===== config.mk =====
export PLATFORM = sky130hd
export DESIGN_NAME = quad_capture_timer
export DESIGN_NICKNAME = d
export VERILOG_FILES = /design/src/rtl/qct_pkg.sv /design/src/rtl/qct_counter.sv /design/src/rtl/qct_cap_chan.sv /design/src/rtl/qct_irq.sv /design/src/rtl/quad_capture_timer.sv
export SDC_FILE = /design/constraint.sdc
export NUM_CORES = 1
export LEC_CHECK = 0
export ABC_CLOCK_PERIOD_IN_PS = 5100
export BUFFER_PORTS_ARGS = -buffer_cell sky130_fd_sc_hd__buf_2
export CAP_MARGIN = 15
export CORE_MARGIN = 3
export CORE_UTILIZATION = 35
export DETAILED_ROUTE_END_ITERATION = 16
export PLACE_DENSITY_LB_ADDON = 0.3
export SYNTH_ARGS = -nofsm -noshare
export SYNTH_HDL_FRONTEND = slang
export SYNTH_SLANG_ARGS = --single-unit
export TNS_END_PERCENT = 10

===== constraint.sdc =====
create_clock -name clk -period 5.1 [get_ports clk]
set_input_delay 0.765 -clock clk [delete_from_list [all_inputs] [get_ports clk]]
set_output_delay 0.765 -clock clk [all_outputs]
set_load 0.005 [all_outputs]

===== src/rtl/qct_pkg.sv =====
package qct_pkg;
    localparam int ADDR_W = 4;

    localparam logic [ADDR_W-1:0] ADDR_CTRL  = 4'd0;
    localparam logic [ADDR_W-1:0] ADDR_CHCFG = 4'd1;
    localparam logic [ADDR_W-1:0] ADDR_COUNT = 4'd2;
    localparam logic [ADDR_W-1:0] ADDR_FLAGS = 4'd3;
    localparam logic [ADDR_W-1:0] ADDR_IRQEN = 4'd4;
    localparam logic [ADDR_W-1:0] ADDR_CAP0  = 4'd8;

    typedef enum logic [1:0] {
        EDGE_NONE = 2'b00,
        EDGE_RISE = 2'b01,
        EDGE_FALL = 2'b10,
        EDGE_BOTH = 2'b11
    } edge_sel_e;

    // Packed so that bit 0 is the enable and bits 2:1 are the edge code
    typedef struct packed {
        edge_sel_e edge_sel;
        logic      en;
    } chan_cfg_t;

    localparam int CFG_W = $bits(chan_cfg_t);

    typedef struct packed {
        logic alt_a;
        logic clr_match;
        logic run;
    } ctrl_t;

    localparam int CTRL_W = $bits(ctrl_t);
endpackage


===== src/rtl/qct_counter.sv =====
module qct_counter #(
    parameter int W = 16
) (
    input  logic         clk,
    input  logic         rst_n,
    input  logic         run,
    input  logic         tick,
    input  logic         clr_mode,
    input  logic [W-1:0] match_val,
    input  logic         sw_we,
    input  logic [W-1:0] sw_data,
    output logic [W-1:0] cnt,
    output logic         ovf
);
    localparam logic [W-1:0] ALL_ONES = '1;

    typedef struct packed {
        logic [W-1:0] cnt;
    } cnt_st_t;

    cnt_st_t st_d, st_q;
    logic advance;
    logic match;

    always_comb begin
        st_d    = st_q;
        advance = run & tick;
        match   = clr_mode & (st_q.cnt == match_val);
        ovf     = 1'b0;
        if (sw_we) begin
            st_d.cnt = sw_data;
        end else if (advance) begin
            if (match) begin
                st_d.cnt = '0;
            end else begin
                st_d.cnt = st_q.cnt + 1'b1;
                ovf      = (st_q.cnt == ALL_ONES);
            end
        end
    end

    always_ff @(posedge clk or negedge rst_n) begin
        if (!rst_n) st_q <= '0;
        else        st_q <= st_d;
    end

    assign cnt = st_q.cnt;
endmodule


===== src/rtl/qct_cap_chan.sv =====
module qct_cap_chan
    import qct_pkg::*;
#(
    parameter int W = 16
) (
    input  logic         clk,
    input  logic         rst_n,
    input  logic         pin,
    input  logic         run,
    input  chan_cfg_t    cfg,
    input  logic         sw_we,
    input  logic [W-1:0] sw_data,
    input  logic [W-1:0] cnt,
    output logic [W-1:0] cap,
    output logic         cap_hit
);
    typedef struct packed {
        logic         sync1;
        logic         sync2;
        logic         prev;
        logic [W-1:0] cap;
    } chan_st_t;

    chan_st_t st_d, st_q;
    logic rise, fall, edge_ok;

    always_comb begin
        st_d       = st_q;
        st_d.sync1 = pin;
        st_d.sync2 = st_q.sync1;
        st_d.prev  = st_q.sync2;
        rise       = st_q.sync2 & ~st_q.prev;
        fall       = ~st_q.sync2 & st_q.prev;
        unique case (cfg.edge_sel)
            EDGE_RISE: edge_ok = rise;
            EDGE_FALL: edge_ok = fall;
            EDGE_BOTH: edge_ok = rise | fall;
            default:   edge_ok = 1'b0;
        endcase
        cap_hit = run & cfg.en & edge_ok;
        if (sw_we)   st_d.cap = sw_data;
        if (cap_hit) st_d.cap = cnt;
    end

    always_ff @(posedge clk or negedge rst_n) begin
        if (!rst_n) st_q <= '0;
        else        st_q <= st_d;
    end

    assign cap = st_q.cap;
endmodule


===== src/rtl/qct_irq.sv =====
module qct_irq #(
    parameter int N = 5
) (
    input  logic         clk,
    input  logic         rst_n,
    input  logic [N-1:0] set,
    input  logic         clr_we,
    input  logic [N-1:0] clr_mask,
    input  logic         en_we,
    input  logic [N-1:0] en_val,
    output logic [N-1:0] flags,
    output logic [N-1:0] enables,
    output logic         irq
);
    typedef struct packed {
        logic [N-1:0] flags;
        logic [N-1:0] en;
    } irq_st_t;

    irq_st_t st_d, st_q;
    logic [N-1:0] clr_eff;

    always_comb begin
        st_d       = st_q;
        clr_eff    = clr_we ? clr_mask : '0;
        st_d.flags = (st_q.flags & ~clr_eff) | set;
        if (en_we) st_d.en = en_val;
        irq = |(st_q.flags & st_q.en);
    end

    always_ff @(posedge clk or negedge rst_n) begin
        if (!rst_n) st_q <= '0;
        else        st_q <= st_d;
    end

    assign flags   = st_q.flags;
    assign enables = st_q.en;
endmodule


===== src/rtl/quad_capture_timer.sv =====
module quad_capture_timer
    import qct_pkg::*;
#(
    parameter int CNT_W = 16,
    parameter int NCH   = 4
) (
    input  logic              clk,
    input  logic              rst_n,
    input  logic              cnt_tick,
    input  logic [NCH-1:0]    cap_in,
    input  logic              alt_trig,
    input  logic              reg_we,
    input  logic [ADDR_W-1:0] reg_addr,
    input  logic [CNT_W-1:0]  reg_wdata,
    output logic [CNT_W-1:0]  reg_rdata,
    output logic              irq
);
    localparam int NFLAG = NCH + 1;

    typedef struct packed {
        ctrl_t                 ctrl;
        chan_cfg_t [NCH-1:0]   cfg;
    } top_st_t;

    top_st_t st_d, st_q;

    logic                        cnt_we;
    logic [CNT_W-1:0]            cnt_val;
    logic                        ovf_pulse;
    logic [NCH-1:0]              cap_we;
    logic [NCH-1:0]              cap_rd_sel;
    logic [NCH-1:0]              cap_hit;
    logic [NCH-1:0][CNT_W-1:0]   cap_val;
    logic [NCH-1:0]              chan_pin;
    logic [NFLAG-1:0]            flags;
    logic [NFLAG-1:0]            enables;
    logic                        flag_clr_we;
    logic                        irqen_we;
    logic                        run_w;
    logic                        clr_mode_w;

    // Control and channel configuration registers
    always_comb begin
        st_d = st_q;
        if (reg_we && reg_addr == ADDR_CTRL)
            st_d.ctrl = ctrl_t'(reg_wdata[CTRL_W-1:0]);
        if (reg_we && reg_addr == ADDR_CHCFG) begin
            for (int k = 0; k < NCH; k++)
                st_d.cfg[k] = chan_cfg_t'(reg_wdata[CFG_W*k +: CFG_W]);
        end
    end

    always_ff @(posedge clk or negedge rst_n) begin
        if (!rst_n) st_q <= '0;
        else        st_q <= st_d;
    end

    assign run_w       = st_q.ctrl.run;
    assign clr_mode_w  = st_q.ctrl.clr_match;
    assign cnt_we      = reg_we && (reg_addr == ADDR_COUNT);
    assign flag_clr_we = reg_we && (reg_addr == ADDR_FLAGS);
    assign irqen_we    = reg_we && (reg_addr == ADDR_IRQEN);

    qct_counter #(.W(CNT_W)) u_counter (
        .clk       (clk),
        .rst_n     (rst_n),
        .run       (run_w),
        .tick      (cnt_tick),
        .clr_mode  (clr_mode_w),
        .match_val (cap_val[0]),
        .sw_we     (cnt_we),
        .sw_data   (reg_wdata),
        .cnt       (cnt_val),
        .ovf       (ovf_pulse)
    );

    for (genvar k = 0; k < NCH; k++) begin : g_chan
        localparam logic [ADDR_W-1:0] CAP_ADDR = ADDR_CAP0 + ADDR_W'(k);

        assign cap_we[k]     = reg_we && (reg_addr == CAP_ADDR);
        assign cap_rd_sel[k] = (reg_addr == CAP_ADDR);

        if (k == 0) begin : g_alt
            assign chan_pin[k] = st_q.ctrl.alt_a ? alt_trig : cap_in[k];
        end else begin : g_pin
            assign chan_pin[k] = cap_in[k];
        end

        qct_cap_chan #(.W(CNT_W)) u_chan (
            .clk     (clk),
            .rst_n   (rst_n),
            .pin     (chan_pin[k]),
            .run     (run_w),
            .cfg     (st_q.cfg[k]),
            .sw_we   (cap_we[k]),
            .sw_data (reg_wdata),
            .cnt     (cnt_val),
            .cap     (cap_val[k]),
            .cap_hit (cap_hit[k])
        );
    end

    qct_irq #(.N(NFLAG)) u_irq (
        .clk      (clk),
        .rst_n    (rst_n),
        .set      ({cap_hit, ovf_pulse}),
        .clr_we   (flag_clr_we),
        .clr_mask (reg_wdata[NFLAG-1:0]),
        .en_we    (irqen_we),
        .en_val   (reg_wdata[NFLAG-1:0]),
        .flags    (flags),
        .enables  (enables),
        .irq      (irq)
    );

    // Read multiplexer
    always_comb begin
        reg_rdata = '0;
        unique case (reg_addr)
            ADDR_CTRL:  reg_rdata[CTRL_W-1:0]    = st_q.ctrl;
            ADDR_CHCFG: reg_rdata[CFG_W*NCH-1:0] = st_q.cfg;
            ADDR_COUNT: reg_rdata                = cnt_val;
            ADDR_FLAGS: reg_rdata[NFLAG-1:0]     = flags;
            ADDR_IRQEN: reg_rdata[NFLAG-1:0]     = enables;
            default: begin
                for (int k = 0; k < NCH; k++)
                    if (cap_rd_sel[k]) reg_rdata = cap_val[k];
            end
        endcase
    end
endmodule


==> flow_summary.json, run 1 <==
{
  "finalWirelength_microns": 18400,
  "pwr-share-comb_pct": 24.7,
  "min_path_type": "flip-flop to flip-flop",
  "p_total_mw": 3.89,
  "cts_root_buffer": "clkbuf_16",
  "portBuffers": 45,
  "yosys_register_bits": 117,
  "cts-resized-gates": 0,
  "layout.nets": 724,
  "post-route-drc-count": 0,
  "place.gp.congestion": 0.825,
  "cp_max_fo": 35,
  "synthArstFlopShare_pct": 100,
  "row_count": 49,
  "max_slew_margin_pct": 23.6,
  "antenna-diode-count": 0,
  "cp.buffers_inverters": 3,
  "hpwl_microns": 11700,
  "yosysSeqAreaShare_pct": 44.2,
  "synth_area_sq_um": 6620,
  "worstSetupEndpointType": "output port",
  "postRouteAntennaNets": 0,
  "status": "completed",
  "area_growth_pct": 13.7,
  "reg2regPathDepth": 5,
  "hold_violations": 0,
  "numCtsBuffers": 17,
  "h-tree-depth": 4,
  "grt_max_degree": 65,
  "cts_hold_buf": 0,
  "crit_type": "input pin to output port",
  "vias": 5200,
  "cts_tree": "yes",
  "die-height_microns": 144,
  "crit_family": "buffers and inverters",
  "holdPathStages": 0,
  "via_per_inst": 5.60,
  "max_freq_mhz": 280,
  "cp-start-kind": "input pin",
  "fin_skew_ns": 0.0108,
  "final-setup-viol-count": 0,
  "peakVddDrop_mv": 0.256,
  "gr-total-overflow": 0,
  "drv_cap": 0,
  "firstDrtPassIters": 5,
  "clk_latency_ns": 0.42,
  "internal-power_mw": 2.53,
  "core_area_sq_um": 18300,
  "ioPinCount": 46,
  "drive_above_1_share_pct": 18.6,
  "grt.total_usage_pct": 18.2,
  "r2r-start": "u_counter.cnt[3]",
  "postCtsSetupBuffers": 0,
  "p_switching_mw": 1.36,
  "cts.sinks": 117,
  "final_max_slew_viol_count": 0,
  "min_to": "g_chan[1].u_chan.st_d[16]",
  "netSwitchingFraction_pct": 35.0,
  "grt_setup_unrepaired": "no",
  "synth-edff-count": 0,
  "pwr-share-seq_pct": 44.9,
  "power_leakage_nw": 3.05,
  "syn_inst": 672,
  "critical_path.max_stage_delay_ns": 0.73,
  "ys.warnings.count": 0,
  "finalWorstPathRequiredPeriod_ns": 3.57,
  "cp.required_ns": 4.34,
  "postSynthNetCount": 710,
  "power.density_nw_per_um2": 517,
  "post_drt_wl_per_cell_microns": 19.8,
  "start_util_pct": 36.2,
  "min_from": "g_chan[1].u_chan.st_d[17]",
  "cts.path.max_buffers": 2,
  "worstPathArrival_ns": 2.80,
  "design.die.area_sq_um": 20600,
  "reg2reg_to": "u_counter.cnt[10]",
  "fin_hold_ws_ns": 0.352,
  "netlist-cell-type-count": 49,
  "path_clk_slew_ns": 0.06,
  "synthFlopType": "dfrtp_1",
  "crit_top_cell": "buf_2",
  "tns_ns": 0,
  "p_clk_share_pct": 30.4,
  "grt_pass1_vias": 5081,
  "crit_chain": "buf_2, nand2_1, nor3_2, a222oi_1, inv_1, buf_2",
  "grt_pass1_wl_microns": 28800,
  "fp.dieW_microns": 144,
  "avgSynthCellArea_sq_um": 9.85,
  "worst_slew_pin_slew_ns": 1.14,
  "r2r_slack_ns": 2.78,
  "antenna_found_initial": 0,
  "nFillCells": 1780,
  "drt-initial-drc-count": 430,
  "timing.final.crit_share_pct": 69.9,
  "slowest_stage": "buf_2"
}
-- registers in the layout, summed over array words and instances, names as in the netlist --
| register | count |
|---|---|
| u_irq.enables | 5 |
| run_w | 1 |
| st_q | 13 |
| clr_mode_w | 1 |
| g_chan.u_chan.st_q | 4 |
| g_chan.u_chan.st_d | 8 |
| u_counter.cnt | 16 |
| u_irq.flags | 5 |
| g_chan.u_chan.cap | 64 |
-- cell usage in the layout (no fill, tap or decap), types with 18 or more instances in the layout --
cell type | netlist | final
mux2i_1 | 71 | 71
o21ai_1 | 18 | 18
o21ai_0 | 69 | 69
a21oi_1 | 36 | 32
xor2_1 | 21 | 21
dfrtp_1 | 117 | 117
buf_2 | 16 | 44
nor2_1 | 24 | 24
inv_1 | 20 | 20
mux2_2 | 21 | 21
nand2_1 | 95 | 95
-- cells by family after synthesis --
family                   after synthesis  share of synthesized area (%)
AND/OR/NAND/NOR                      173                           12.4
AO/OA/AOI/OAI                        162                           14.0
XOR/XNOR                              30                           3.97
multiplexers                         105                           18.7
adder cells (fa/ha/maj)                9                           1.70
buffers and inverters                 76                           4.95
flip-flops                           117                           44.2
-- area by class of cell --
type / count / area (sq um) / share of cell area [%]
Clock inverter: 15 / 158 / 2.10
Sequential cell: 117 / 2930 / 38.9
Tap cell: 229 / 287 / 3.81
Multi-Input combinational cell: 479 / 3380 / 44.9
Inverter: 20 / 75.1 / 0.998
Clock buffer: 17 / 425 / 5.66
Timing Repair Buffer: 51 / 273 / 3.63
-- cell usage after synthesis, drive strengths merged, types with 8 or more instances --
library cell	count	area share, %
buf	22	1.9
clkbuf	34	1.9
nor2b	10	0.95
nor2	28	2.0
a222oi	8	1.2
xor2	21	2.8
a21oi	36	2.7
xnor2	9	1.2
mux2i	71	11
mux2	21	3.6
inv	20	1.1
dfrtp	117	44
nand2	96	5.6
o21ai	88	6.7
o22ai	11	1.0
mux4	13	4.4
ha	9	1.7
-- per-layer routing --
metal	GRT usage [%]	wire length, microns	up-vias
met1	25.8	8530	2567
met2	27.7	8230	203
met3	3.93	1190	28
met4	5.90	409	0
li1	-	-	2402
met5	0	0	-
-- through the flow --
stage	instance area [sq um]	setup slack (ns)	instances	utilization (%)
2_1_floorplan	6620	2.24	672	-
3_3_place_gp	6940	1.58	896	38.0
3_5_place_dp	6940	1.55	896	38.0
4_1_cts	7520	1.55	928	41.2
5_1_grt	7520	1.40	928	41.2
6_report	7520	1.53	928	41.2
-- worst register-to-register path, stage by stage, from the launching register on --
cell	delay (ns)
dfrtp_1	0.53
xor2_1	0.24
nor4_1	0.39
nand4_1	0.20
o21ai_2	0.61
o22ai_1	0.21
-- how the worst max path moves through the flow --
stage	start	end	slack, ns	cells after the start
2_1_floorplan	reg_addr[0]	reg_rdata[7]	2.24	5
3_3_place_gp	reg_addr[0]	reg_rdata[6]	1.58	6
3_5_place_dp	reg_addr[0]	reg_rdata[6]	1.55	6
4_1_cts	reg_addr[0]	reg_rdata[6]	1.55	6
5_1_grt	reg_addr[0]	reg_rdata[9]	1.40	6
6_report	reg_addr[0]	reg_rdata[9]	1.53	6
-- power by group through the flow --
stage	registers, mW	logic (mW)	clock network (mW)
6_report	1.74	0.961	1.18
5_1_grt	1.80	1.08	1.25
4_1_cts	1.74	0.966	1.20
3_5_place_dp	1.75	0.959	0
3_3_place_gp	1.72	0.923	0
2_1_floorplan	1.48	0.885	0
No activity file was read; power rests on OpenSTA's default activity.
==> run 2, diff against run 1 <==
--- a/config.mk
+++ b/config.mk
@@ -5,7 +5,8 @@
 export SDC_FILE = /design/constraint.sdc
 export NUM_CORES = 1
 export LEC_CHECK = 0
-export ABC_CLOCK_PERIOD_IN_PS = 5100
+export ABC_AREA = 1
+export ABC_CLOCK_PERIOD_IN_PS = 3600
 export BUFFER_PORTS_ARGS = -buffer_cell sky130_fd_sc_hd__buf_2
 export CAP_MARGIN = 15
 export CORE_MARGIN = 3
==> constraint.sdc (replaced) <==
create_clock -name clk -period 3.6 [get_ports clk]
set_input_delay 0.54 -clock clk [delete_from_list [all_inputs] [get_ports clk]]
set_output_delay 0.54 -clock clk [all_outputs]
set_load 0.005 [all_outputs]
==> run 2 against run 1 <==
- sequential share of layout area fell by 0.81 points
- area after synthesis grew 1.2%
- register-to-register slack worse by 1.5 ns
- sequential cell count did not move
- hold slack lost 0.20 ns
- design area up 2.1%
- power up 44%
- clock power is 45% higher
- clock skew decreased by 0.0024 ns
- count of clock-buffer cells in the layout rose by 6
- die area is 1.1% higher
- largest cell class unchanged
==> flow_summary.json, run 2 <==
{
  "drt-initial-drc-count": 568,
  "postRouteAntennaNets": 0,
  "finalWirelength_microns": 21500,
  "cts_hold_buf": 0,
  "final-setup-viol-count": 0,
  "mostFrequentLayoutCells": "nand2_1 (203), dfrtp_1 (117), inv_1 (112), nand3_1 (110), nor2_1 (59)",
  "crit_chain": "buf_2, nor2_1, buf_4, nand2_1, o21ai_0, nor2_1, nand4_1, buf_2",
  "synthArstFlopShare_pct": 100,
  "area_growth_pct": 14.7,
  "worstSetupEndpointType": "output port",
  "cts-resized-gates": 0,
  "hold_violations": 0,
  "grt_pass1_vias": 6052,
  "syn_inst": 861,
  "placed_area_sq_um": 7090,
  "grt_max_degree": 51,
  "yosys_register_bits": 117,
  "worst_slew_pin_slew_ns": 0.913,
  "design.die.area_sq_um": 20800,
  "grt.total_usage_pct": 21.5,
  "cp_max_fo": 13,
  "die-height_microns": 144,
  "antenna_found_initial": 0,
  "core_area_sq_um": 18400,
  "final_max_slew_viol_count": 0,
  "firstDrtPassIters": 5,
  "place.gp.congestion": 0.922,
  "largest_register_ffs": 64,
  "cts_tree": "yes",
  "synth_commonest_cells": "nand2_1 (203), dfrtp_1 (117), inv_1 (112)",
  "yosysSeqAreaShare_pct": 43.7,
  "netlist-cell-type-count": 36,
  "clk_latency_ns": 0.42,
  "cts.sinks": 117,
  "fp.dieW_microns": 144,
  "yosysTopAreaCell": "dfrtp_1",
  "cp.required_ns": 3.06,
  "ioPinCount": 46,
  "power_leakage_nw": 3.69,
  "max_slew_margin_pct": 39.0,
  "peakVddDrop_mv": 0.348,
  "timing.final.crit_share_pct": 70.4,
  "post_drt_wl_per_cell_microns": 18.8,
  "min_path_type": "input pin to async pin",
  "via_per_inst": 5.50,
  "finalWorstPathRequiredPeriod_ns": 2.54,
  "worst_slack_ns": 1.06,
  "max_freq_mhz": 394,
  "fin_hold_ws_ns": 0.149,
  "crit_type": "input pin to output port",
  "vias": 6279,
  "slowest_stage": "nand2_1",
  "worstPathArrival_ns": 2.00,
  "final_common_cell": "nand2_1",
  "postSynthNetCount": 899,
  "post-place-ws_ns": 1.16,
  "postCtsSetupBuffers": 0,
  "avgSynthCellArea_sq_um": 7.78,
  "path_clk_slew_ns": 0.06,
  "design_area_sq_um": 7680,
  "row_count": 49,
  "synth_area_sq_um": 6700,
  "drv_cap": 0,
  "cts_root_buffer": "clkbuf_16",
  "gr-total-overflow": 0,
  "post-route-drc-count": 0,
  "grt_pass1_wl_microns": 34400,
  "grt_setup_unrepaired": "no",
  "status": "completed",
  "power.density_nw_per_um2": 731,
  "cp-start-kind": "input pin",
  "synthFlopType": "dfrtp_1",
  "antenna-diode-count": 0,
  "synth-edff-count": 0,
  "h-tree-depth": 4,
  "fin_skew_ns": 0.00844,
  "layout.nets": 938,
  "synth_top_area_share_pct": 43.7,
  "numCtsBuffers": 17,
  "synthTopCellsByArea": "dfrtp_1 (44%), nand2_1 (11%), nand3_1 (8.2%), inv_1 (6.3%), o221ai_1 (4.4%)",
  "start_util_pct": 36.4,
  "critical_path.max_stage_delay_ns": 0.39,
  "yosysMostFrequentCell": "nand2_1",
  "drive_above_1_share_pct": 12.9,
  "tns_ns": 0,
  "cts.path.max_buffers": 2,
  "portBuffers": 45,
  "ys.warnings.count": 0,
  "hpwl_microns": 15700,
  "nFillCells": 1895
}
-- run 2: cell count changes after synthesis, moves of 19 or more --
cell / before / now
o221ai_1: 0 / 34
nor2_1: 24 / 59
inv_1: 20 / 112
nand2_1: 95 / 203
o22ai_1: 11 / 33
clkbuf_1: 34 / 15
o211ai_1: 1 / 35
mux2i_1: 71 / 0
o21ai_0: 69 / 33
a21oi_1: 36 / 15
mux2_2: 21 / 1
nand3_1: 6 / 110
-- run 2: layer usage --
layer / vias to the layer above / part of all wire (%) / wire, microns / track usage [%]
met4: 0 / 2.7 / 580 / 7.51
li1: 2989 / - / - / -
met2: 239 / 45 / 9670 / 33.5
met5: - / 0 / 0 / 0
met1: 3013 / 46 / 9820 / 30.0
met3: 38 / 6.6 / 1430 / 4.37
-- run 2: path summary, 6_finish.rpt --
path | to | cells past startpoint | slack (ns) | startpoint
setup / recovery | reg_rdata[3] | 8 | 1.06 | reg_addr[2]
hold / removal | u_irq.flags[4] | 1 | 0.15 | rst_n
setup reg to reg | g_chan[2].u_chan.cap[1] | 7 | 1.25 | g_chan[2].u_chan.st_d[16]
hold reg to reg | g_chan[0].u_chan.st_d[16] | 0 | 0.35 | g_chan[0].u_chan.st_d[17]
max in group asynchronous | g_chan[3].u_chan.st_q[16] | 2 | 2.64 | rst_n
min in group clk | g_chan[1].u_chan.st_d[17] | 1 | 0.22 | cap_in[1]
-- run 2: report_power, final --
part,leakage (nW),switching [mW],internal (mW)
registers,1.44,0.377,1.81
clock network,0.289,0.623,1.09
logic,1.95,1.11,0.611
-- run 2: cell families (layout without fill, tap and decap cells) --
kind of cell               after synthesis  count (layout)  share of synthesized area, %
xor gates and xnor gates                11              11                          1.44
DFF                                    117             117                          43.7
AOI/OAI and AO/OA                      156             156                          15.8
muxes                                    1               1                         0.168
and+or+nand+nor                        407             407                          27.3
adders and majority gates                9               9                          1.68
buffers and inverters                  160             212                          9.85
-- run 2: layout make-up --
type | instances | area (sq um) | area share [%]
clock buffers | 23 | 488 | 6.35
flip-flops and latches | 117 | 2930 | 38.1
inverters | 126 | 475 | 6.19
repair buffers | 54 | 295 | 3.84
multi-input cells | 584 | 3110 | 40.5
well taps | 229 | 287 | 3.73
clock inverters | 9 | 100 | 1.30
-- run 2: critical path, delay by kind of cell --
family | cells | cell delay [ns]
compound gates | 1 | 0.34
buf+inv | 3 | 0.46
simple gates | 4 | 0.66
-- run 2: stage by stage --
step           util [%]  std cells  power, mW
4_1_cts            41.8       1142       5.62
6_report           41.8       1142       5.62
2_1_floorplan         -        861       3.31
3_3_place_gp       38.6       1110       3.88
3_5_place_dp       38.6       1110       3.90
5_1_grt            41.8       1142       5.98
==> run 3, diff against run 2 <==
--- a/config.mk
+++ b/config.mk
@@ -6,7 +6,7 @@
 export NUM_CORES = 1
 export LEC_CHECK = 0
 export ABC_AREA = 1
-export ABC_CLOCK_PERIOD_IN_PS = 3600
+export ABC_CLOCK_PERIOD_IN_PS = 2350
 export BUFFER_PORTS_ARGS = -buffer_cell sky130_fd_sc_hd__buf_2
 export CAP_MARGIN = 15
 export CORE_MARGIN = 3
==> constraint.sdc (replaced) <==
create_clock -name clk -period 2.35 [get_ports clk]
set_input_delay 0.3525 -clock clk [delete_from_list [all_inputs] [get_ports clk]]
set_output_delay 0.3525 -clock clk [all_outputs]
set_load 0.005 [all_outputs]
==> run 3 against run 2 <==
- clock power increased by 55%
- register-to-register slack got worse by 0.69 ns
- sequential share of layout area decreased by 0.77 points
- clock skew increased by 0.0022 ns
- first-iteration DRC count increased by 5.3%
==> flow_summary.json, run 3 (synthesized netlist as in run 2, its figures left out) <==
{
  "ioPinCount": 46,
  "finalWirelength_microns": 21900,
  "power_leakage_nw": 3.78,
  "die-height_microns": 144,
  "power.density_nw_per_um2": 1120,
  "grt_pass1_wl_microns": 34900,
  "cp_max_fo": 10,
  "final-setup-viol-count": 0,
  "grt_max_degree": 45,
  "cp-start-kind": "input pin",
  "post-route-drc-count": 0,
  "worstSetupEndpointType": "output port",
  "hpwl_microns": 16000,
  "antenna-diode-count": 0,
  "tns_ns": 0,
  "final_max_slew_viol_count": 0,
  "post_drt_wl_per_cell_microns": 18.9,
  "nFillCells": 1896,
  "clk_latency_ns": 0.42,
  "cts_tree": "yes",
  "max_slew_margin_pct": 64.6,
  "portBuffers": 45,
  "hold_violations": 0,
  "firstDrtPassIters": 5,
  "grt_setup_unrepaired": "no",
  "grt_pass1_vias": 6170,
  "cts-resized-gates": 0,
  "drv_cap": 0,
  "peakVddDrop_mv": 0.619,
  "min_path_type": "input pin to flip-flop",
  "numCtsBuffers": 17,
  "place.gp.congestion": 0.922,
  "h-tree-depth": 4,
  "final_cells": 1160,
  "finalWorstPathRequiredPeriod_ns": 2.10,
  "largest_register_ffs": 64,
  "row_count": 49,
  "cp.required_ns": 2.00,
  "cts.path.max_buffers": 2,
  "fp.dieW_microns": 144,
  "max_freq_mhz": 476,
  "worst_slew_pin_slew_ns": 0.531,
  "start_util_pct": 36.4,
  "path_clk_slew_ns": 0.06,
  "gr-total-overflow": 0,
  "final_common_cell": "nand2_1",
  "crit_type": "input pin to output port",
  "design.die.area_sq_um": 20800,
  "postRouteAntennaNets": 0,
  "via_per_inst": 5.52,
  "layout.nets": 956,
  "area_growth_pct": 17.1,
  "vias": 6403,
  "antenna_found_initial": 0,
  "timing.final.crit_share_pct": 89.4,
  "core_area_sq_um": 18400,
  "status": "completed",
  "grt.total_usage_pct": 21.8,
  "drt-initial-drc-count": 598,
  "mostFrequentLayoutCells": "nand2_1 (203), dfrtp_1 (117), inv_1 (112), nand3_1 (110), nor2_1 (59)",
  "dpl.cell_count": 1127,
  "cts_root_buffer": "clkbuf_16",
  "fin_skew_ns": 0.0106,
  "cts.sinks": 117,
  "worstPathArrival_ns": 1.75,
  "drive_above_1_share_pct": 14.3
}
[run 3: cell count changes in the layout (fill, tap and decap cells not counted)]
cell and change:
buf_4 +15, clkbuf_8 -3, buf_12 +2, clkbuf_1 +2
bufinv_16 +1, dlygate4sd3_1 +1
[run 3: layout make-up]
cell class | count | area (sq um) | share of cell area, %
clock buffers | 22 | 454 | 5.79
clock inverters | 10 | 130 | 1.66
well taps | 229 | 287 | 3.65
inverters | 126 | 475 | 6.06
flip-flops and latches | 117 | 2930 | 37.3
multi-input cells | 584 | 3110 | 39.7
repair buffers | 72 | 458 | 5.84
[run 3: path summary, 6_finish.rpt]
path                                            from                   endpoint  slack, ns  cells after the start
min                                        cap_in[2]  g_chan[2].u_chan.st_d[17]       0.04                      1
max in group asynchronous                      rst_n    g_chan[0].u_chan.cap[7]       1.24                      3
min reg2reg                g_chan[0].u_chan.st_d[17]  g_chan[0].u_chan.st_d[16]       0.35                      0
max                                      reg_addr[2]               reg_rdata[3]       0.25                      9
min in group asynchronous                      rst_n                    st_q[1]       0.45                      2
max reg2reg                        u_counter.cnt[12]             u_irq.flags[0]       0.56                      9
[run 3: layer usage]
| metal | part of all wire, % | GRT usage (%) | vias to the layer above |
|---|---|---|---|
| met4 | 2.5 | 7.12 | 0 |
| met1 | 45 | 30.2 | 3109 |
| met5 | 0 | 0 | - |
| met2 | 46 | 34.8 | 243 |
| li1 | - | - | 3017 |
| met3 | 5.9 | 3.87 | 34 |
[run 3: per-stage QoR]
stage          cell area, sq um  setup slack (ns)  utilization [%]  hold slack [ns]  power [mW]
4_1_cts                    7840             0.275             42.6           0.0280        8.76
2_1_floorplan              6700             0.800                -           0.0569        5.07
3_5_place_dp               7250             0.276             39.4            0.335        6.10
5_1_grt                    7840             0.134             42.6           0.0331        9.32
6_report                   7840             0.248             42.6           0.0397        8.75
3_3_place_gp               7250             0.290             39.4            0.332        6.05
[run 3: repair_timing]
action	4_1_cts	5_1_grt
setup buffers	0	0
endpoints found under the hold margin	36	0
hold buffers	1	0
[run 3: power by group]
part | internal, mW | total, mW | switching [mW]
Clock | 1.69 | 2.65 | 0.966
Combinational | 1.04 | 2.76 | 1.72
Sequential | 2.77 | 3.34 | 0.572
Total | 5.50 | 8.75 | 3.26
[run 3: critical path, cell delays in order]
cell	delay [ns]
buf_2	0.13
nor2_1	0.26
nand2_1	0.26
inv_2	0.29
nand2_1	0.08
o21ai_0	0.08
nor2_1	0.06
nand4_1	0.11
buf_2	0.13
